--- src/rtl/pmlink_pkg.sv ---
package pmlink_pkg;

  typedef enum logic [1:0] {
    LNK_IDLE  = 2'd0,
    LNK_SHIFT = 2'd1,
    LNK_WAIT  = 2'd2
  } lnk_state_t;

  // Commands from the controller to the shift register.
  typedef struct packed {
    logic load;     // take tx_byte
    logic clear;    // dummy clear before a receive
    logic shift;    // one synchronized sclk rising edge
    logic last;     // this shift is the final bit
    logic tx_mode;  // 1: shift out, 0: shift in
  } sh_cmd_t;

endpackage

--- src/rtl/pmlink_sync.sv ---
module pmlink_sync #(
  parameter int              W       = 1,
  parameter int              STAGES  = 2,
  parameter logic [W-1:0]    RST_VAL = '1
) (
  input  logic         clk,
  input  logic         rst_n,
  input  logic [W-1:0] d,
  output logic [W-1:0] q
);

  logic [W-1:0] stg [STAGES];

  always_ff @(posedge clk or negedge rst_n) begin
    if (!rst_n) stg[0] <= RST_VAL;
    else        stg[0] <= d;
  end

  for (genvar i = 1; i < STAGES; i++) begin : g_stage
    always_ff @(posedge clk or negedge rst_n) begin
      if (!rst_n) stg[i] <= RST_VAL;
      else        stg[i] <= stg[i-1];
    end
  end

  assign q = stg[STAGES-1];

endmodule

--- src/rtl/pmlink_shifter.sv ---
module pmlink_shifter
  import pmlink_pkg::*;
#(
  parameter int DATA_W = 8
) (
  input  logic              clk,
  input  logic              rst_n,
  input  sh_cmd_t           cmd,
  input  logic [DATA_W-1:0] tx_byte,
  input  logic              din_s,
  output logic              sdo,
  output logic [DATA_W-1:0] rx_byte,
  output logic              cap_evt
);

  logic [DATA_W-1:0] sh_q;
  logic [DATA_W-1:0] sh_nxt;

  // Shift left by one: the top bit leaves first, the new bit enters at the bottom.
  function automatic logic [DATA_W-1:0] shl_in(input logic [DATA_W-1:0] cur,
                                               input logic bit_in);
    return {cur[DATA_W-2:0], bit_in};
  endfunction

  assign sh_nxt  = shl_in(sh_q, cmd.tx_mode ? 1'b0 : din_s);
  assign cap_evt = cmd.shift && cmd.last && !cmd.tx_mode;
  assign sdo     = sh_q[DATA_W-1];

  always_ff @(posedge clk or negedge rst_n) begin
    if (!rst_n) begin
      sh_q <= '0;
    end else if (cmd.load) begin
      sh_q <= tx_byte;
    end else if (cmd.clear) begin
      sh_q <= '0;
    end else if (cmd.shift) begin
      sh_q <= sh_nxt;
    end
  end

  always_ff @(posedge clk or negedge rst_n) begin
    if (!rst_n)       rx_byte <= '0;
    else if (cap_evt) rx_byte <= sh_nxt;
  end

endmodule

--- src/rtl/pmlink_ctrl.sv ---
module pmlink_ctrl
  import pmlink_pkg::*;
#(
  parameter int DATA_W  = 8,
  parameter int TMO_CYC = 2000
) (
  input  logic    clk,
  input  logic    rst_n,
  input  logic    tx_start,
  input  logic    rx_start,
  input  logic    sclk_rise,
  input  logic    ack_hi_s,
  output sh_cmd_t cmd,
  output logic    shift_last,
  output logic    busy,
  output logic    in_shift,
  output logic    req_n,
  output logic    done,
  output logic    timeout,
  output logic    ack_warn
);

  localparam int CNT_W = (DATA_W > 1) ? $clog2(DATA_W) : 1;
  localparam int TMR_W = $clog2(TMO_CYC + 1);
  localparam logic [CNT_W-1:0] CNT_LAST = CNT_W'(DATA_W - 1);
  localparam logic [TMR_W-1:0] TMR_LAST = TMR_W'(TMO_CYC - 1);

  lnk_state_t       st_q;
  logic [CNT_W-1:0] cnt_q;
  logic [TMR_W-1:0] tmr_q;
  logic             mode_tx_q;
  logic             req_n_q, done_q, tmo_q, warn_q;
  logic             idle, go;

  function automatic logic bit_is_last(input logic [CNT_W-1:0] c);
    return c == CNT_LAST;
  endfunction

  function automatic logic tmr_expired(input logic [TMR_W-1:0] t);
    return t == TMR_LAST;
  endfunction

  assign idle     = (st_q == LNK_IDLE);
  assign go       = idle && (tx_start || rx_start);
  assign busy     = !idle;
  assign in_shift = (st_q == LNK_SHIFT);

  assign cmd.load    = idle && tx_start;
  assign cmd.clear   = idle && !tx_start && rx_start;
  assign cmd.shift   = in_shift && sclk_rise;
  assign cmd.last    = bit_is_last(cnt_q);
  assign cmd.tx_mode = mode_tx_q;
  assign shift_last  = cmd.shift && cmd.last;

  assign req_n    = req_n_q;
  assign done     = done_q;
  assign timeout  = tmo_q;
  assign ack_warn = warn_q;

  always_ff @(posedge clk or negedge rst_n) begin
    if (!rst_n) begin
      st_q      <= LNK_IDLE;
      cnt_q     <= '0;
      tmr_q     <= '0;
      mode_tx_q <= 1'b0;
      req_n_q   <= 1'b1;
      done_q    <= 1'b0;
      tmo_q     <= 1'b0;
      warn_q    <= 1'b0;
    end else begin
      done_q <= 1'b0;
      tmo_q  <= 1'b0;
      warn_q <= 1'b0;
      unique case (st_q)
        LNK_IDLE: begin
          if (go) begin
            st_q      <= LNK_SHIFT;
            req_n_q   <= 1'b0;
            mode_tx_q <= tx_start;
            cnt_q     <= '0;
          end
        end
        LNK_SHIFT: begin
          if (cmd.shift) begin
            if (cmd.last) begin
              st_q    <= LNK_WAIT;
              req_n_q <= 1'b1;
              tmr_q   <= '0;
              warn_q  <= ack_hi_s;
            end else begin
              cnt_q <= cnt_q + 1'b1;
            end
          end
        end
        LNK_WAIT: begin
          if (ack_hi_s) begin
            done_q <= 1'b1;
            st_q   <= LNK_IDLE;
          end else if (tmr_expired(tmr_q)) begin
            tmo_q <= 1'b1;
            st_q  <= LNK_IDLE;
          end else begin
            tmr_q <= tmr_q + 1'b1;
          end
        end
        default: st_q <= LNK_IDLE;
      endcase
    end
  end

endmodule

--- src/rtl/pmlink_xcvr.sv ---
module pmlink_xcvr
  import pmlink_pkg::*;
#(
  parameter int DATA_W  = 8,
  parameter int TMO_CYC = 2000,
  parameter int SYNC_N  = 2
) (
  input  logic              clk,
  input  logic              rst_n,
  input  logic              tx_start,
  input  logic              rx_start,
  input  logic [DATA_W-1:0] tx_byte,
  output logic              busy,
  output logic [DATA_W-1:0] rx_byte,
  output logic              done,
  output logic              timeout,
  output logic              ack_warn,
  output logic              req_n,
  input  logic              ack_n,
  input  logic              sclk,
  input  logic              sdata_in,
  output logic              sdata_out,
  output logic              sdata_oe
);

  logic [2:0] raw_in, sync_out;
  logic       sclk_s, din_s, ack_hi_s;
  logic       sclk_d;
  logic       sclk_rise;
  logic       shift_last, in_shift, cap_evt;
  sh_cmd_t    cmd;

  // All three peer-driven lines share one synchronizer so data stays aligned with the clock.
  assign raw_in = {sclk, sdata_in, ack_n};

  pmlink_sync #(.W(3), .STAGES(SYNC_N), .RST_VAL(3'b111)) u_sync (
    .clk   (clk),
    .rst_n (rst_n),
    .d     (raw_in),
    .q     (sync_out)
  );

  assign {sclk_s, din_s, ack_hi_s} = sync_out;

  always_ff @(posedge clk or negedge rst_n) begin
    if (!rst_n) sclk_d <= 1'b1;
    else        sclk_d <= sclk_s;
  end

  assign sclk_rise = sclk_s && !sclk_d;

  pmlink_ctrl #(.DATA_W(DATA_W), .TMO_CYC(TMO_CYC)) u_ctrl (
    .clk        (clk),
    .rst_n      (rst_n),
    .tx_start   (tx_start),
    .rx_start   (rx_start),
    .sclk_rise  (sclk_rise),
    .ack_hi_s   (ack_hi_s),
    .cmd        (cmd),
    .shift_last (shift_last),
    .busy       (busy),
    .in_shift   (in_shift),
    .req_n      (req_n),
    .done       (done),
    .timeout    (timeout),
    .ack_warn   (ack_warn)
  );

  pmlink_shifter #(.DATA_W(DATA_W)) u_shift (
    .clk     (clk),
    .rst_n   (rst_n),
    .cmd     (cmd),
    .tx_byte (tx_byte),
    .din_s   (din_s),
    .sdo     (sdata_out),
    .rx_byte (rx_byte),
    .cap_evt (cap_evt)
  );

  assign sdata_oe = in_shift && cmd.tx_mode;

endmodule

--- config.mk ---
export PLATFORM = sky130hd
export DESIGN_NAME = pmlink_xcvr
export DESIGN_NICKNAME = d
export VERILOG_FILES = /design/src/rtl/pmlink_pkg.sv /design/src/rtl/pmlink_sync.sv /design/src/rtl/pmlink_shifter.sv /design/src/rtl/pmlink_ctrl.sv /design/src/rtl/pmlink_xcvr.sv
export SDC_FILE = /design/constraint.sdc
export NUM_CORES = 1
export LEC_CHECK = 0
export ABC_AREA = 1
export BUFFER_PORTS_ARGS = -buffer_cell sky130_fd_sc_hd__buf_2
export CAP_MARGIN = 20
export CORE_UTILIZATION = 55
export DETAILED_ROUTE_END_ITERATION = 10
export PLACE_DENSITY = 0.77
export RECOVER_POWER = 50
export REMOVE_ABC_BUFFERS = 1
export SYNTH_ARGS = -nofsm -noshare
export SYNTH_HDL_FRONTEND = slang
export SYNTH_SLANG_ARGS = --single-unit
--- constraint.sdc ---
create_clock -name clk -period 1.7 [get_ports clk]
set_clock_uncertainty 0.1 [all_clocks]
set_input_delay 0.255 -clock clk [delete_from_list [all_inputs] [get_ports clk]]
set_output_delay 0.255 -clock clk [all_outputs]
set_load 0.05 [all_outputs]
* Yosys cells after proc, flatten, opt, wreduce, memory -nomap -nowiden
Index checks and enable logic that the tools add are counted.
Cells by class: add/subtract/negate cells 2, equality and inequality tests 11, muxes and demuxes 31, reduce and logical (&&, ||, !) cells 23
Operators by type and width (number):
- 2-to-1 mux 11 bit | 4
- 2-to-1 mux 8 bit | 3
- case mux 11 bit (2 select lines) | 1
- 2-to-1 mux 1 bit | 12
- AND reduction 4 bit | 3
- adder 11 x 1 -> 11 bit, second input constant | 1
- equality test 11 bit, second input constant | 1
- 2-to-1 mux 2 bit | 5
- logical AND 1 bit | 9
- 2-to-1 mux 3 bit | 3
- inequality test 2 bit, second input constant | 4
- case mux 2 bit (3 select lines) | 1
- case mux 3 bit (2 select lines) | 1
- AND reduction 5 bit | 1
- logical NOT 1 bit | 4
- inequality test 2 x 1 -> 1 bit, second input constant | 2
- nonzero test 2 bit | 2
- adder 3 x 1 -> 3 bit, second input constant | 1
- equality test 3 bit, second input constant | 1
- inequality test 3 x 2 -> 1 bit, second input constant | 1
- nonzero test 3 bit | 1
- equality test 2 x 1 -> 1 bit, second input constant | 1
- equality test 2 bit, second input constant | 1
- logical NOT 2 bit | 1
- 3 further kinds | 3
Storage, ports and cells: bits in registers 44, output and inout bits 15

* Depth between registers and ports, before layout
Gate-level depths: netlist (run 1).
depth in word-level cells 6, gate-level depth with buffers 9, depth with buffers taken out 9

* Modules after synthesis
Synthesis (run 1) repeated with hierarchy kept, for this count alone.
Second synthesis, totals: cell total of the unflattened synthesis 275, area, all modules 2184.6 um^2
By module, submodules not included:
- pmlink_ctrl | instances 1, cells each 163, area each 1179.9 um^2, seq. area each 526.8 um^2
- pmlink_shifter | instances 1, cells each 98, area each 780.7 um^2, seq. area each 400.4 um^2
- pmlink_sync | instances 1, cells each 9, area each 180.2 um^2, seq. area each 157.7 um^2
- pmlink_xcvr | instances 1, cells each 5, area each 43.8 um^2, seq. area each 26.3 um^2

* Least setup slack after synthesis (run 1)
OpenSTA, ideal clock, no wires.
path kind register to output, from register u_ctrl.st_q[1], to output sdata_oe, arrival 1.283 ns, setup slack 0.062 ns, stages on the path, launching flop included 4, buffers on the path 0, cells stage by stage dfrtp_1 -> nor2_4 -> inv_2 -> nor2_1
Between the ends: longest elaborated chain between the ends 2
RTL lines:
- start: declaration | line pmlink_ctrl.sv:28 | lnk_state_t st_q;
- start signal: assignment | line pmlink_ctrl.sv:62 | st_q <= LNK_IDLE;
- start signal: assignment | line pmlink_ctrl.sv:77 | st_q <= LNK_SHIFT;
- start signal: assignment | line pmlink_ctrl.sv:86 | st_q <= LNK_WAIT;
- equality test 2 x 1 -> 1 bit | line pmlink_ctrl.sv:46 | assign in_shift = (st_q == LNK_SHIFT);
- logical AND 1 bit | line pmlink_xcvr.sv:80 | assign sdata_oe = in_shift && cmd.tx_mode;
- end: declaration | line pmlink_xcvr.sv:23 | output logic sdata_oe
No other way between the ends.

* Final worst setup path (run 1)
Same ends and word-level chain as after synthesis.

==> report_table.html, run 1 <==
<table>
<tr><th>Metric</th><th>Value</th></tr>
<tr><th colspan="2">Outcome</th></tr>
<tr><td>Outcome</td><td>complete, no violations</td></tr>
<tr><th colspan="2">Logic synthesis</th></tr>
<tr><td>Flops &amp; latches, synth</td><td>44</td></tr>
<tr><td>Yosys cell types</td><td>28</td></tr>
<tr><td>Netlist Area Pre-Place</td><td>2270 um2</td></tr>
<tr><td>YS warnings</td><td>0</td></tr>
<tr><td>Proportion of synthesized chip area in sequential cells</td><td>about half</td></tr>
<tr><td>Post-synth top area cell</td><td>dfrtp_1</td></tr>
<tr><td>Fraction of post-synthesis cell area in the top cell type by area</td><td>39.7%</td></tr>
<tr><td>Number of instances in the synthesized netlist</td><td>roughly 260</td></tr>
<tr><td>Syn_area_per_cell</td><td>8.62 um2</td></tr>
<tr><td>Top area cells in the synthesized netlist</td><td>dfrtp_1 40%, nand2_1 16%, dfstp_2 9.3%</td></tr>
<tr><th colspan="2">Timing</th></tr>
<tr><td>Actual transition at the worst max-transition pin</td><td>around 0.52 ns</td></tr>
<tr><td>Post-route fraction of the period consumed by the critical path</td><td>94.2%</td></tr>
<tr><td>Final setup margin</td><td>between 0.09 and 0.1 ns</td></tr>
<tr><td>Highest clock frequency the design can meet</td><td>between 600 and 700 MHz</td></tr>
<tr><td>Count of endpoints failing setup in the final report</td><td>0</td></tr>
<tr><td>Min Tclk post-route</td><td>~1.6 ns</td></tr>
<tr><td>Worst max-slew margin expressed relative to the limit</td><td>65.1%</td></tr>
<tr><td>Final hold violation count</td><td>0</td></tr>
<tr><td>Number of max-slew violations in the final report</td><td>0</td></tr>
<tr><td>Fin Setup TNS</td><td>0 ns</td></tr>
<tr><th colspan="2">Min path</th></tr>
<tr><td>Worst hold-check path type</td><td>input pin to flip-flop</td></tr>
<tr><th colspan="2">Placement</th></tr>
<tr><td>Buffers on Ports</td><td>29</td></tr>
<tr><td>Cell Count Post-Placement</td><td>348</td></tr>
<tr><td>Minimum setup slack after placement</td><td>between 0.08 and 0.09 ns</td></tr>
<tr><td>Detailed placement HPWL</td><td>~3200 um</td></tr>
<tr><td>RePlAce Congestion</td><td>0.829</td></tr>
<tr><th colspan="2">Die</th></tr>
<tr><td>Area of the placeable core</td><td>about 3800 um2</td></tr>
<tr><td>Boundary pin count</td><td>30</td></tr>
<tr><td>Full die area</td><td>about 4400 um2</td></tr>
<tr><td>Die Span X</td><td>~66 um</td></tr>
<tr><td>Starting density of the core</td><td>59.7%</td></tr>
<tr><td>Row count</td><td>22</td></tr>
<tr><td>Height of the die</td><td>66.2 um</td></tr>
<tr><th colspan="2">Pwr</th></tr>
<tr><td>Portion of total power attributed to the clock network</td><td>between 20% and 30%</td></tr>
<tr><td>Internal power</td><td>~1800 uW</td></tr>
<tr><td>Sw Ratio</td><td>approximately 34%</td></tr>
<tr><td>Fraction of power consumed by combinational cells</td><td>26.8%</td></tr>
<tr><td>Register share of total power</td><td>48.0%</td></tr>
<tr><td>Peak supply drop</td><td>slightly below 0.9 mV</td></tr>
<tr><td>Switching power total</td><td>915 uW</td></tr>
<tr><td>P_leak</td><td>between 0.001 and 0.0015 uW</td></tr>
<tr><td>Pwr/cell area</td><td>between 900 and 1000 nW/um2</td></tr>
<tr><th colspan="2">Setup path</th></tr>
<tr><td>Cell at the slowest stage of the critical path</td><td>dfrtp_2</td></tr>
<tr><td>Worst Setup SP</td><td>u_ctrl.st_q[1]$_DFFE_PN0P_</td></tr>
<tr><td>Req. time, crit path</td><td>roughly 1.3 ns</td></tr>
<tr><td>CP Launch Type</td><td>flip-flop</td></tr>
<tr><td>Gate family responsible for the most delay along the worst path</td><td>flip-flops</td></tr>
<tr><td>CP Max Fanout</td><td>4</td></tr>
<tr><td>Buf+Inv Stages, Crit Path</td><td>2</td></tr>
<tr><td>Arrival @ worst endpoint</td><td>about 1.3 ns</td></tr>
<tr><td>R2R Path End</td><td>u_shift.rx_byte[4]$_DFFE_PN0P_</td></tr>
<tr><td>Cells along the critical path</td><td>nor2_4, inv_2, nor2_2, buf_6</td></tr>
<tr><td>Worst Setup End Kind</td><td>output pin</td></tr>
<tr><td>Category of the most critical setup path</td><td>flip-flop to output pin</td></tr>
<tr><td>Peak per-stage delay on the critical path</td><td>0.46 ns</td></tr>
<tr><td>Worst Reg-to-Reg Cells</td><td>5</td></tr>
<tr><td>Register-to-Register Setup Slack</td><td>about 0.15 ns</td></tr>
<tr><td>Capture point of the worst path</td><td>sdata_oe</td></tr>
<tr><td>Startpoint of the worst-slack reg-to-reg timing path</td><td>u_sync.q[2]$_DFF_PN1_</td></tr>
<tr><td>Number of cells on the critical path</td><td>4</td></tr>
<tr><th colspan="2">GRT</th></tr>
<tr><td>Wire length of the first global-routing pass</td><td>between 7000 and 8000 um</td></tr>
<tr><td>Overall routing resource usage</td><td>23.2%</td></tr>
<tr><td>Vias in the first global route</td><td>1703</td></tr>
<tr><td>Met3 Usage GRT</td><td>5.17%</td></tr>
<tr><td>Global-route track usage on met2</td><td>between 30% and 40%</td></tr>
<tr><td>Remaining global-route overflow</td><td>0</td></tr>
<tr><td>Number of antenna violations at the first check in global routing</td><td>0</td></tr>
<tr><td>M1 GR Usage</td><td>30.9%</td></tr>
<tr><td>Largest net degree at the start of global routing</td><td>26</td></tr>
<tr><td>GRT Max-Usage Layer</td><td>met2</td></tr>
<tr><th colspan="2">Finish</th></tr>
<tr><td>Layout cell share with drive strength beyond 1</td><td>approximately 33%</td></tr>
<tr><td>Final core utilization</td><td>72.0%</td></tr>
<tr><td>Non-filler cells, final</td><td>roughly 370</td></tr>
<tr><td>Diodes inserted</td><td>0</td></tr>
<tr><td>Fillcell total</td><td>just over 300</td></tr>
<tr><td>Synth-to-Final Area Change</td><td>20.6%</td></tr>
<tr><td>Total Nets Final</td><td>around 340</td></tr>
<tr><th colspan="2">Clock network</th></tr>
<tr><td>TritonCTS sink count</td><td>44</td></tr>
<tr><td>Clock-pin slew on the worst setup and hold paths</td><td>roughly 0.08 ns</td></tr>
<tr><td>Maximum buffer depth of the clock tree</td><td>2</td></tr>
<tr><td>Skew-Pair Late Insertion Delay</td><td>a little under 0.3 ns</td></tr>
<tr><td>TritonCTS clock tree</td><td>built</td></tr>
<tr><td>Clock H-tree levels</td><td>2</td></tr>
<tr><td>Number of buffers created by CTS</td><td>5</td></tr>
<tr><td>CTS root buffer</td><td>clkbuf_8</td></tr>
<tr><th colspan="2">Route</th></tr>
<tr><td>Number of design rule violations left after detail routing</td><td>0</td></tr>
<tr><td>Drt first-iter violations</td><td>75</td></tr>
<tr><td>Via count of the routed design</td><td>between 1500 and 2000</td></tr>
<tr><td>Routed length per instance</td><td>approximately 12 um</td></tr>
<tr><td>Number of routed nets with antenna violations</td><td>0</td></tr>
<tr><td>Number of vias per cell</td><td>4.90</td></tr>
<tr><td>Total iterations of the first detailed-routing run</td><td>4</td></tr>
<tr><td>Total Routed Length</td><td>between 4000 and 5000 um</td></tr>
<tr><th colspan="2">Job</th></tr>
<tr><td>Count of maximum capacitance violations</td><td>0</td></tr>
</table>
-- per-stage QoR --
stage                     power, uW  area, um2  hold slack, ns
after floorplan                1800       2220          -0.141
after global placement         1960       2520           0.129
after detailed placement       1980       2520           0.136
after CTS                      2670       2660           0.159
after global routing           2850       2740           0.190
final                          2680       2740           0.163
-- power by group through the flow --
stage / clock network [uW] / registers [uW] / logic (uW)
after floorplan: 0 / 1420 / 388
after detailed placement: 0 / 1310 / 674
after global placement: 0 / 1300 / 660
after global routing: 741 / 1300 / 805
final: 674 / 1290 / 720
after CTS: 686 / 1290 / 695
-- worst reg2reg max path: cells and delay by family (launching register included) --
family	cells	cell delay [ns]
AO/OA/AOI/OAI	1	0.06
flip-flops	1	0.54
AND/OR/NAND/NOR	4	0.76
-- synthesized netlist by cell type --
cell type and n:
nand4_1 2, o21ai_2 9, nor3_1 1, o22ai_1 6
inv_4 1, nand2_2 5, nor2_4 2, dfrtp_1 36
or2_1 1, nand2_1 95, inv_1 30, nor2_1 15
buf_12 1, buf_6 2, nor2_8 2, o21ai_1 2
nand3_1 14, dfstp_2 8, a21oi_1 1, nor3b_1 1
inv_2 6, nand2_4 2, ha_1 3, xnor2_1 1
nand3_2 10, nand3_4 2, nor2_2 3, o21ai_0 2
-- layer usage --
metal | wire length, um | up-vias
met4 | 51 | 0
li1 | - | 924
met5 | 0 | -
met3 | 128 | 8
met2 | 2100 | 33
met1 | 2100 | 828
-- cells by family (layout without fill, tap and decap cells) --
group,after synthesis,after routing,share of synthesized area (%)
flip-flops,44,44,49.0
XOR/XNOR,1,1,0.386
AO/OA/AOI/OAI,20,20,6.24
adder cells (fa/ha/maj),3,3,1.66
buffers and inverters,40,95,8.11
AND/OR/NAND/NOR,155,155,34.6
-- placed cells by master, fill, tap and decap left out, drive strengths merged --
| cell type | instances |
|---|---|
| clkinvlp | 1 |
| dfrtp | 36 |
| clkbuf | 8 |
| buf | 45 |
| nor3 | 1 |
| nand2 | 102 |
| a21oi | 1 |
| or2 | 1 |
| nor2 | 22 |
| o22ai | 6 |
| inv | 37 |
| dlygate4sd3 | 4 |
| nand4 | 2 |
| o21ai | 13 |
| xnor2 | 1 |
| dfstp | 8 |
| nand3 | 26 |
| ha | 3 |
| nor3b | 1 |
-- registers in the layout (all words and copies together), names as in the netlist --
name              flops
u_ctrl.ack_warn       1
u_shift.rx_byte       8
u_ctrl.mode_tx_q      1
u_ctrl.cnt_q          3
u_ctrl.st_q           2
u_sync.stg            3
u_shift.sh_q          8
u_ctrl.req_n          1
u_ctrl.done           1
sclk_d                1
u_ctrl.timeout        1
u_ctrl.tmr_q         11
u_sync.q              3
-- what timing repair did --
action                                 4_1_cts  5_1_grt
resized for setup                            2        3
setup endpoints to repair                    1       10
buffers inserted                             0        6
hold buffers                                 4        0
endpoints found under the hold margin       17        0
pin swaps                                    0        1
-- area by class of cell --
class                           count  area (um2)  share of cell area, %
Tap cell                           48        60.1                   2.20
Clock buffer                        7        86.3                   3.16
Inverter                           37         141                   5.17
Multi-Input combinational cell    179         983                   36.0
Sequential cell                    44        1110                   40.7
Timing Repair Buffer               50         344                   12.6
Clock inverter                      1        7.51                  0.274
-- how the worst min path moves through the flow --
stage,startpoint,endpoint,slack [ns],cells after the start
3_3_place_gp,rst_n,u_shift.rx_byte[1]$_DFFE_PN0P_,0.13,1
3_5_place_dp,rst_n,u_shift.rx_byte[1]$_DFFE_PN0P_,0.14,1
4_1_cts,rx_start,u_ctrl.st_q[0]$_DFFE_PN0P_,0.16,3
5_1_grt,rx_start,u_ctrl.st_q[0]$_DFFE_PN0P_,0.19,3
6_report,rx_start,u_ctrl.st_q[0]$_DFFE_PN0P_,0.16,3
2_1_floorplan,rst_n,u_ctrl.ack_warn$_DFF_PN0_,-0.14,0
(Power assumes the default switching activity.)
==> run 2: changes to the inputs <==
--- a/config.mk
+++ b/config.mk
@@ -13,6 +13,7 @@
 export PLACE_DENSITY = 0.77
 export RECOVER_POWER = 50
 export REMOVE_ABC_BUFFERS = 1
+export SKIP_LAST_GASP = 1
 export SYNTH_ARGS = -nofsm -noshare
 export SYNTH_HDL_FRONTEND = slang
 export SYNTH_SLANG_ARGS = --single-unit
==> constraint.sdc (replaced) <==
create_clock -name clk -period 1.6 [get_ports clk]
set_clock_uncertainty 0.1 [all_clocks]
set_input_delay 0.24 -clock clk [delete_from_list [all_inputs] [get_ports clk]]
set_output_delay 0.24 -clock clk [all_outputs]
set_load 0.05 [all_outputs]
==> run 2 against run 1 <==
Against the previous run: the flow now finishes with violations (setup timing); sequential cell count is the same; largest power group unchanged; via count grew 5.5%; count of clock-buffer cells in the layout shrank 1; hold slack lost 0.011 ns; total power grew 11%; critical endpoint is now u_shift.rx_byte[5]$_DFFE_PN0P_; sequential power grew 6%; global-route usage grew 2.4 points.
==> report_table.html, run 2 (synthesis gave the netlist of run 1 again) <==
<table>
<tr><th>Metric</th><th>Value</th></tr>
<tr><th colspan="2">Setup path</th></tr>
<tr><td>Cell at the slowest stage of the critical path</td><td>dfstp_2</td></tr>
<tr><td>Req. time, crit path</td><td>1.69 ns (+0.35 ns)</td></tr>
<tr><td>CP Launch Type</td><td>flip-flop</td></tr>
<tr><td>R2R Path End</td><td>u_shift.rx_byte[5]$_DFFE_PN0P_</td></tr>
<tr><td>Worst Setup SP</td><td>u_sync.q[2]$_DFF_PN1_</td></tr>
<tr><td>Worst Setup End Kind</td><td>flip-flop</td></tr>
<tr><td>Register-to-Register Setup Slack</td><td>-0.003 ns (-0.15 ns)</td></tr>
<tr><td>Startpoint of the worst-slack reg-to-reg timing path</td><td>u_sync.q[2]$_DFF_PN1_</td></tr>
<tr><td>Number of cells on the critical path</td><td>5 (+1)</td></tr>
<tr><td>Gate family responsible for the most delay along the worst path</td><td>simple AND/OR/NAND/NOR gates</td></tr>
<tr><td>Cells along the critical path</td><td>nand2_1, nor2_8, nand3_2, nand2_2, o21ai_2</td></tr>
<tr><td>Arrival @ worst endpoint</td><td>1.69 ns (+0.44 ns)</td></tr>
<tr><td>Capture point of the worst path</td><td>u_shift.rx_byte[5]$_DFFE_PN0P_</td></tr>
<tr><td>CP Max Fanout</td><td>8 (+4)</td></tr>
<tr><td>Buf+Inv Stages, Crit Path</td><td>0 (-2)</td></tr>
<tr><td>Worst Reg-to-Reg Cells</td><td>5 (unchanged)</td></tr>
<tr><td>Category of the most critical setup path</td><td>flip-flop to flip-flop</td></tr>
<tr><td>Peak per-stage delay on the critical path</td><td>0.53 ns (+0.07 ns)</td></tr>
<tr><th colspan="2">Die</th></tr>
<tr><td>Starting density of the core</td><td>59.7% (unchanged)</td></tr>
<tr><td>Full die area</td><td>4380 um2 (unchanged)</td></tr>
<tr><td>Area of the placeable core</td><td>3800 um2 (unchanged)</td></tr>
<tr><td>Die Span X</td><td>66.2 um (unchanged)</td></tr>
<tr><td>Height of the die</td><td>66.2 um (unchanged)</td></tr>
<tr><td>Boundary pin count</td><td>30 (unchanged)</td></tr>
<tr><td>Row count</td><td>22 (unchanged)</td></tr>
<tr><th colspan="2">Clock network</th></tr>
<tr><td>CTS root buffer</td><td>clkbuf_8</td></tr>
<tr><td>Number of buffers created by CTS</td><td>5 (unchanged)</td></tr>
<tr><td>Maximum buffer depth of the clock tree</td><td>2 (unchanged)</td></tr>
<tr><td>Clock H-tree levels</td><td>2 (unchanged)</td></tr>
<tr><td>Clock-pin slew on the worst setup and hold paths</td><td>0.08 ns (about the same)</td></tr>
<tr><td>Skew-Pair Late Insertion Delay</td><td>0.30 ns (about the same)</td></tr>
<tr><td>TritonCTS sink count</td><td>44 (unchanged)</td></tr>
<tr><td>TritonCTS clock tree</td><td>built</td></tr>
<tr><th colspan="2">Route</th></tr>
<tr><td>Routed length per instance</td><td>13.3 um (+11%)</td></tr>
<tr><td>Total Routed Length</td><td>4850 um (+11%)</td></tr>
<tr><td>Total iterations of the first detailed-routing run</td><td>4 (unchanged)</td></tr>
<tr><td>Via count of the routed design</td><td>1892 (+5.5%)</td></tr>
<tr><td>Number of routed nets with antenna violations</td><td>0 (unchanged)</td></tr>
<tr><td>Number of vias per cell</td><td>5.18 (+5.8%)</td></tr>
<tr><td>Drt first-iter violations</td><td>126 (+68%)</td></tr>
<tr><td>Number of design rule violations left after detail routing</td><td>0 (unchanged)</td></tr>
<tr><th colspan="2">Timing</th></tr>
<tr><td>Fin Setup TNS</td><td>-0.00314 ns (-0.00314 ns)</td></tr>
<tr><td>Count of endpoints failing setup in the final report</td><td>1 (+1)</td></tr>
<tr><td>Final setup margin</td><td>-0.00314 ns (-0.101 ns)</td></tr>
<tr><td>Post-route fraction of the period consumed by the critical path</td><td>100%</td></tr>
<tr><td>Highest clock frequency the design can meet</td><td>between 600 and 700 MHz</td></tr>
<tr><td>Number of max-slew violations in the final report</td><td>0 (unchanged)</td></tr>
<tr><td>Min Tclk post-route</td><td>roughly 1.6 ns</td></tr>
<tr><td>Actual transition at the worst max-transition pin</td><td>0.587 ns (+0.0637 ns)</td></tr>
<tr><td>Setup repair after global routing missed its margin</td><td>true</td></tr>
<tr><td>Worst slack on hold paths</td><td>0.152 ns (-0.0109 ns)</td></tr>
<tr><td>Worst max-slew margin expressed relative to the limit</td><td>60.9% (-4.2 points)</td></tr>
<tr><td>Final hold violation count</td><td>0 (unchanged)</td></tr>
<tr><th colspan="2">Pwr</th></tr>
<tr><td>Internal power</td><td>1990 uW (+13%)</td></tr>
<tr><td>Fraction of power consumed by combinational cells</td><td>26.3% (-0.5 points)</td></tr>
<tr><td>P_leak</td><td>0.00142 uW (-0.57%)</td></tr>
<tr><td>Pwr/cell area</td><td>1090 nW/um2 (+11%)</td></tr>
<tr><td>Portion of total power attributed to the clock network</td><td>27.7% (+2.6 points)</td></tr>
<tr><td>Sw Ratio</td><td>33.4% (-0.72 points)</td></tr>
<tr><td>Switching power total</td><td>997 uW (+8.9%)</td></tr>
<tr><td>Register share of total power</td><td>46.0% (-2.0 points)</td></tr>
<tr><td>Peak supply drop</td><td>0.878 mV (+0.33%)</td></tr>
<tr><th colspan="2">Outcome</th></tr>
<tr><td>Outcome</td><td>finished with violations</td></tr>
<tr><td>Violated checks</td><td>setup timing</td></tr>
<tr><th colspan="2">Placement</th></tr>
<tr><td>Instance area after placement</td><td>2550 um2 (+1.1%)</td></tr>
<tr><td>RePlAce Congestion</td><td>0.926 (+12%)</td></tr>
<tr><td>Buffers on Ports</td><td>29 (unchanged)</td></tr>
<tr><td>Minimum setup slack after placement</td><td>0.0362 ns (-0.0480 ns)</td></tr>
<tr><td>Detailed placement HPWL</td><td>3340 um (+6.2%)</td></tr>
<tr><th colspan="2">Finish</th></tr>
<tr><td>Finished Cell Area</td><td>2740 um2 (+0.14%)</td></tr>
<tr><td>Register bank with the most flops</td><td>u_ctrl.tmr_q</td></tr>
<tr><td>Final core utilization</td><td>72.1% (+0.099 points)</td></tr>
<tr><td>Total Nets Final</td><td>335 (unchanged)</td></tr>
<tr><td>Layout cell share with drive strength beyond 1</td><td>33.4% (+0.73 points)</td></tr>
<tr><td>Most used cells in the layout excluding fill and tap cells</td><td>95 x nand2_1, 34 x dfrtp_1, 30 x inv_1</td></tr>
<tr><td>Synth-to-Final Area Change</td><td>20.8%</td></tr>
<tr><td>Fillcell total</td><td>292 (-5.5%)</td></tr>
<tr><td>Top Registers</td><td>u_ctrl.tmr_q x11, u_shift.rx_byte x8, u_shift.sh_q x8</td></tr>
<tr><td>Leading cell type in the layout, fill and taps excluded</td><td>nand2_1</td></tr>
<tr><td>Diodes inserted</td><td>0 (unchanged)</td></tr>
<tr><td>Number of flip-flops under the largest register name</td><td>11 (unchanged)</td></tr>
<tr><th colspan="2">GRT</th></tr>
<tr><td>Overall routing resource usage</td><td>25.6% (+2.4 points)</td></tr>
<tr><td>Vias in the first global route</td><td>1829 (+7.4%)</td></tr>
<tr><td>Wire length of the first global-routing pass</td><td>8110 um (+6.1%)</td></tr>
<tr><td>Remaining global-route overflow</td><td>0 (unchanged)</td></tr>
<tr><td>Largest net degree at the start of global routing</td><td>45 (+73%)</td></tr>
<tr><td>Number of antenna violations at the first check in global routing</td><td>0 (unchanged)</td></tr>
<tr><th colspan="2">Min path</th></tr>
<tr><td>Worst hold-check path type</td><td>input pin to flip-flop</td></tr>
<tr><th colspan="2">Job</th></tr>
<tr><td>Count of maximum capacitance violations</td><td>0 (unchanged)</td></tr>
</table>
[run 2: worst min-delay path by stage]
stage	start	end	slack, ns	cells past startpoint
after detailed placement	rst_n	u_shift.rx_byte[2]$_DFFE_PN0P_	0.13	2
final	rx_start	u_ctrl.st_q[0]$_DFFE_PN0P_	0.15	3
after CTS	rx_start	u_ctrl.st_q[0]$_DFFE_PN0P_	0.15	3
after floorplan	rst_n	u_ctrl.ack_warn$_DFF_PN0_	-0.16	0
after global placement	rst_n	u_shift.rx_byte[2]$_DFFE_PN0P_	0.13	2
after global routing	rx_start	u_ctrl.st_q[0]$_DFFE_PN0P_	0.15	3
[run 2: cell type report]
class | instances | area (um2) | area share, %
clock buffer | 6 | 72.6 | 2.65
clock inverter | 1 | 30.0 | 1.10
inverter | 37 | 146 | 5.34
multi-input combinational | 180 | 992 | 36.2
sequential | 44 | 1110 | 40.7
tap | 48 | 60.1 | 2.19
timing repair buffer | 49 | 324 | 11.8
[run 2: layer usage]
metal	part of all wire (%)	global-route usage, %	up-vias
met5	0	0	-
met4	1.8	12.0	0
met3	4.9	4.83	9
met2	49	40.7	55
met1	44	33.7	894
li1	-	-	934
[run 2: power groups by stage]
stage | registers, uW | clock network [uW] | logic, uW
CTS | 1370 | 839 | 768
global placement | 1380 | 0 | 707
finish | 1370 | 828 | 785
detailed placement | 1390 | 0 | 723
global route | 1400 | 888 | 867
floorplan | 1510 | 0 | 412
[run 2: per-stage QoR]
step                total power (uW)  cells
floorplan                       1920    260
global placement                2090    350
detailed placement              2110    350
CTS                             2980    364
global route                    3150    365
finish                          2990    365
[run 2: tightest hold or removal path, cell delays in order]
cell     delay (ns)
buf_2          0.10
o21ai_2        0.09
nand3_1        0.09
[run 2: repair_timing]
item / in CTS / in global routing
endpoints found under the hold margin: 39 / 0
setup buffers: 3 / 0
pin swaps: 0 / 1
gates cloned: 0 / 1
setup endpoints to repair: 1 / 22
resized for setup: 4 / 5
hold buffers: 4 / 0
==> run 3: changes to the inputs <==
--- a/config.mk
+++ b/config.mk
@@ -13,6 +13,7 @@
 export PLACE_DENSITY = 0.77
 export RECOVER_POWER = 50
 export REMOVE_ABC_BUFFERS = 1
+export SETUP_SLACK_MARGIN = 0.05
 export SKIP_LAST_GASP = 1
 export SYNTH_ARGS = -nofsm -noshare
 export SYNTH_HDL_FRONTEND = slang
==> run 3 against run 2 <==
Against the previous run: first-iteration DRC count is 0.79% lower; critical endpoint is now sdata_oe; global-route usage is the same; total power grew 4.5%; sequential cell count did not move; sequential power hardly changed; clock power rose by 0.7%; design area increased by 3.4%; largest cell class unchanged; register-to-register slack improved by 0.06 ns; worst setup slack improved by 0.016 ns; die area unchanged; maximum frequency is 0.98% higher; utilization rose by 2.5 points; highest routed layer unchanged; the flow now finishes without violations.
==> report_table.html, run 3 (synthesis gave the netlist of run 1 again) <==
<table>
<tr><th>Metric</th><th>Value</th></tr>
<tr><th colspan="2">GRT</th></tr>
<tr><td>Largest net degree at the start of global routing</td><td>45 (unchanged)</td></tr>
<tr><td>Overall routing resource usage</td><td>25.6% (unchanged)</td></tr>
<tr><td>Vias in the first global route</td><td>1830 (+0.055%)</td></tr>
<tr><td>Remaining global-route overflow</td><td>0 (unchanged)</td></tr>
<tr><td>Number of antenna violations at the first check in global routing</td><td>0 (unchanged)</td></tr>
<tr><td>Wire length of the first global-routing pass</td><td>8110 um (about the same)</td></tr>
<tr><th colspan="2">Timing</th></tr>
<tr><td>Final setup margin</td><td>0.0125 ns (+0.0156 ns)</td></tr>
<tr><td>Worst max-slew margin expressed relative to the limit</td><td>60.3% (-0.58 points)</td></tr>
<tr><td>Final hold violation count</td><td>0 (unchanged)</td></tr>
<tr><td>Actual transition at the worst max-transition pin</td><td>0.595 ns (+0.00872 ns)</td></tr>
<tr><td>Post-route fraction of the period consumed by the critical path</td><td>99.2% (-0.98 points)</td></tr>
<tr><td>Number of max-slew violations in the final report</td><td>0 (unchanged)</td></tr>
<tr><td>Fin Setup TNS</td><td>0 ns (+0.00314 ns)</td></tr>
<tr><td>Count of endpoints failing setup in the final report</td><td>0 (-1)</td></tr>
<tr><td>Highest clock frequency the design can meet</td><td>630 MHz (+0.98%)</td></tr>
<tr><td>Setup repair after global routing missed its margin</td><td>true</td></tr>
<tr><td>Min Tclk post-route</td><td>1.59 ns (-0.0156 ns)</td></tr>
<tr><th colspan="2">Route</th></tr>
<tr><td>Via count of the routed design</td><td>1952 (+3.2%)</td></tr>
<tr><td>Met2 wirelength from detailed routing</td><td>2610 um (+10%)</td></tr>
<tr><td>Detailed-route wire length on metal 1</td><td>2280 um (+6.0%)</td></tr>
<tr><td>Number of vias per cell</td><td>5.29 (+2.1%)</td></tr>
<tr><td>Routed length per instance</td><td>14.3 um (+8.1%)</td></tr>
<tr><td>Total Routed Length</td><td>5290 um (+9.3%)</td></tr>
<tr><td>Total iterations of the first detailed-routing run</td><td>4 (unchanged)</td></tr>
<tr><td>Routed wl met3</td><td>291 um (+22%)</td></tr>
<tr><td>Drt first-iter violations</td><td>125 (-0.79%)</td></tr>
<tr><td>Number of routed nets with antenna violations</td><td>0 (unchanged)</td></tr>
<tr><td>Number of design rule violations left after detail routing</td><td>0 (unchanged)</td></tr>
<tr><td>Uppermost signal routing layer after detailed routing</td><td>met4</td></tr>
<tr><th colspan="2">Setup path</th></tr>
<tr><td>Req. time, crit path</td><td>1.26 ns (-0.43 ns)</td></tr>
<tr><td>Cell at the slowest stage of the critical path</td><td>dfrtp_1</td></tr>
<tr><td>Peak per-stage delay on the critical path</td><td>0.40 ns (-0.13 ns)</td></tr>
<tr><td>Worst Setup End Kind</td><td>output pin</td></tr>
<tr><td>Category of the most critical setup path</td><td>flip-flop to output pin</td></tr>
<tr><td>Arrival @ worst endpoint</td><td>1.25 ns (-0.44 ns)</td></tr>
<tr><td>Cells along the critical path</td><td>inv_2, nor2_4, inv_4, nor2_4, buf_8</td></tr>
<tr><td>CP Max Fanout</td><td>3 (-5)</td></tr>
<tr><td>CP Launch Type</td><td>flip-flop</td></tr>
<tr><td>Dominant cell type by count on the critical path</td><td>nor2_4</td></tr>
<tr><th colspan="2">Clock network</th></tr>
<tr><td>TritonCTS sink count</td><td>44 (unchanged)</td></tr>
<tr><td>Clock H-tree levels</td><td>2 (unchanged)</td></tr>
<tr><td>Maximum buffer depth of the clock tree</td><td>2 (unchanged)</td></tr>
<tr><td>TritonCTS clock tree</td><td>built</td></tr>
<tr><td>CTS root buffer</td><td>clkbuf_8</td></tr>
<tr><td>Clock-pin slew on the worst setup and hold paths</td><td>0.08 ns (about the same)</td></tr>
<tr><td>Number of buffers created by CTS</td><td>5 (unchanged)</td></tr>
<tr><td>Skew-Pair Late Insertion Delay</td><td>0.30 ns (about the same)</td></tr>
<tr><th colspan="2">Placement</th></tr>
<tr><td>Minimum setup slack after placement</td><td>0.0362 ns (unchanged)</td></tr>
<tr><td>RePlAce Congestion</td><td>0.926 (unchanged)</td></tr>
<tr><td>Buffers on Ports</td><td>29 (unchanged)</td></tr>
<tr><td>Detailed placement HPWL</td><td>3340 um (unchanged)</td></tr>
<tr><th colspan="2">Pwr</th></tr>
<tr><td>P_leak</td><td>0.00144 uW (+1.3%)</td></tr>
<tr><td>Portion of total power attributed to the clock network</td><td>26.7% (-1.0 points)</td></tr>
<tr><td>Internal power</td><td>2060 uW (+3.5%)</td></tr>
<tr><td>Sw Ratio</td><td>34.0% (+0.66 points)</td></tr>
<tr><td>Peak supply drop</td><td>0.891 mV (+1.5%)</td></tr>
<tr><td>Register share of total power</td><td>44.2% (-1.8 points)</td></tr>
<tr><td>Fraction of power consumed by combinational cells</td><td>29.0% (+2.7 points)</td></tr>
<tr><td>Pwr/cell area</td><td>1100 nW/um2 (+1.1%)</td></tr>
<tr><td>Switching power total</td><td>1060 uW (+6.6%)</td></tr>
<tr><th colspan="2">Finish</th></tr>
<tr><td>Diodes inserted</td><td>0 (unchanged)</td></tr>
<tr><td>Layout cell share with drive strength beyond 1</td><td>36.8% (+3.3 points)</td></tr>
<tr><td>Synth-to-Final Area Change</td><td>24.9%</td></tr>
<tr><td>Final core utilization</td><td>74.6% (+2.5 points)</td></tr>
<tr><td>Multi-input gate area</td><td>1050 um2 (+5.4%)</td></tr>
<tr><td>Seq. cell area</td><td>1120 um2 (+0.34%)</td></tr>
<tr><td>Fillcell total</td><td>279 (-4.5%)</td></tr>
<tr><td>Most used cells in the layout excluding fill and tap cells</td><td>92 x nand2_1, 31 x dfrtp_1, 30 x inv_1</td></tr>
<tr><td>Register bank with the most flops</td><td>u_ctrl.tmr_q</td></tr>
<tr><td>Leading cell type in the layout, fill and taps excluded</td><td>nand2_1</td></tr>
<tr><td>Total Nets Final</td><td>339 (+1.2%)</td></tr>
<tr><td>Top Registers</td><td>u_ctrl.tmr_q x11, u_shift.rx_byte x8, u_shift.sh_q x8</td></tr>
<tr><td>Number of flip-flops under the largest register name</td><td>11 (unchanged)</td></tr>
<tr><th colspan="2">Min path</th></tr>
<tr><td>Worst hold-check path type</td><td>input pin to flip-flop</td></tr>
<tr><th colspan="2">Die</th></tr>
<tr><td>Row count</td><td>22 (unchanged)</td></tr>
<tr><td>Area of the placeable core</td><td>3800 um2 (unchanged)</td></tr>
<tr><td>Boundary pin count</td><td>30 (unchanged)</td></tr>
<tr><td>Starting density of the core</td><td>59.7% (unchanged)</td></tr>
<tr><td>Die Span X</td><td>66.2 um (unchanged)</td></tr>
<tr><td>Full die area</td><td>4380 um2 (unchanged)</td></tr>
<tr><td>Height of the die</td><td>66.2 um (unchanged)</td></tr>
<tr><th colspan="2">Outcome</th></tr>
<tr><td>Outcome</td><td>complete, no violations</td></tr>
<tr><th colspan="2">Job</th></tr>
<tr><td>Count of maximum capacitance violations</td><td>0 (unchanged)</td></tr>
</table>
[run 3: what timing repair did]
action,CTS,global route
hold buffers,4,0
endpoints found under the hold margin,39,0
gates resized for setup,4,21
setup endpoints to repair,8,28
pin swaps,0,4
buffers inserted,3,3
cloned,0,2
[run 3: worst max-delay path: cells and delay by family, from the launching register on]
kind / cells / cell delay (ns)
DFF: 1 / 0.40
and+or+nand+nor: 2 / 0.24
buffers and inverters: 3 / 0.30
[run 3: cell type report]
| type | count | share of cell area [%] |
|---|---|---|
| well taps | 48 | 2.12 |
| multi-input cells | 180 | 36.9 |
| inverters | 37 | 5.26 |
| repair buffers | 52 | 12.4 |
| clock inverters | 1 | 1.06 |
| repair inverters | 1 | 0.265 |
| clock buffers | 6 | 2.56 |
| flip-flops and latches | 44 | 39.4 |
[run 3: layer usage]
layer | vias up | track usage [%]
met5 | - | 0
met4 | 0 | 12.0
met3 | 12 | 4.83
met2 | 72 | 40.8
met1 | 932 | 33.6
li1 | 936 | -
[run 3: through the flow]
stage	cell area (um2)	total power, uW	hold slack [ns]	std cells
after CTS	2730	2980	0.152	364
after global placement	2550	2090	0.134	350
after detailed placement	2550	2110	0.135	350
final	2830	3120	0.176	369
after global routing	2830	3290	0.166	369
after floorplan	2220	1920	-0.156	260
[run 3: path summary, 6_finish.rpt]
path | from | endpoint | slack [ns] | depth (start not counted)
min in group asynchronous | rst_n | u_shift.sh_q[1]$_DFFE_PN0P_ | 0.48 | 3
max | u_ctrl.st_q[0]$_DFFE_PN0P_ | sdata_oe | 0.01 | 5
max reg2reg | u_ctrl.cnt_q[0]$_DFFE_PN0P_ | u_ctrl.cnt_q[1]$_DFFE_PN0P_ | 0.06 | 7
min reg2reg | u_sync.stg[3]$_DFF_PN1_ | u_sync.q[0]$_DFF_PN1_ | 0.26 | 0
min | tx_byte[1] | u_shift.sh_q[1]$_DFFE_PN0P_ | 0.18 | 5
max in group asynchronous | rst_n | u_ctrl.tmr_q[2]$_DFFE_PN0P_ | 0.47 | 3
[run 3: power by group through the flow]
stage	Sequential, uW	Clock (uW)	Combinational [uW]
detailed placement	1390	0	723
global placement	1380	0	707
finish	1380	834	907
floorplan	1510	0	412
CTS	1370	839	768
global route	1400	900	994
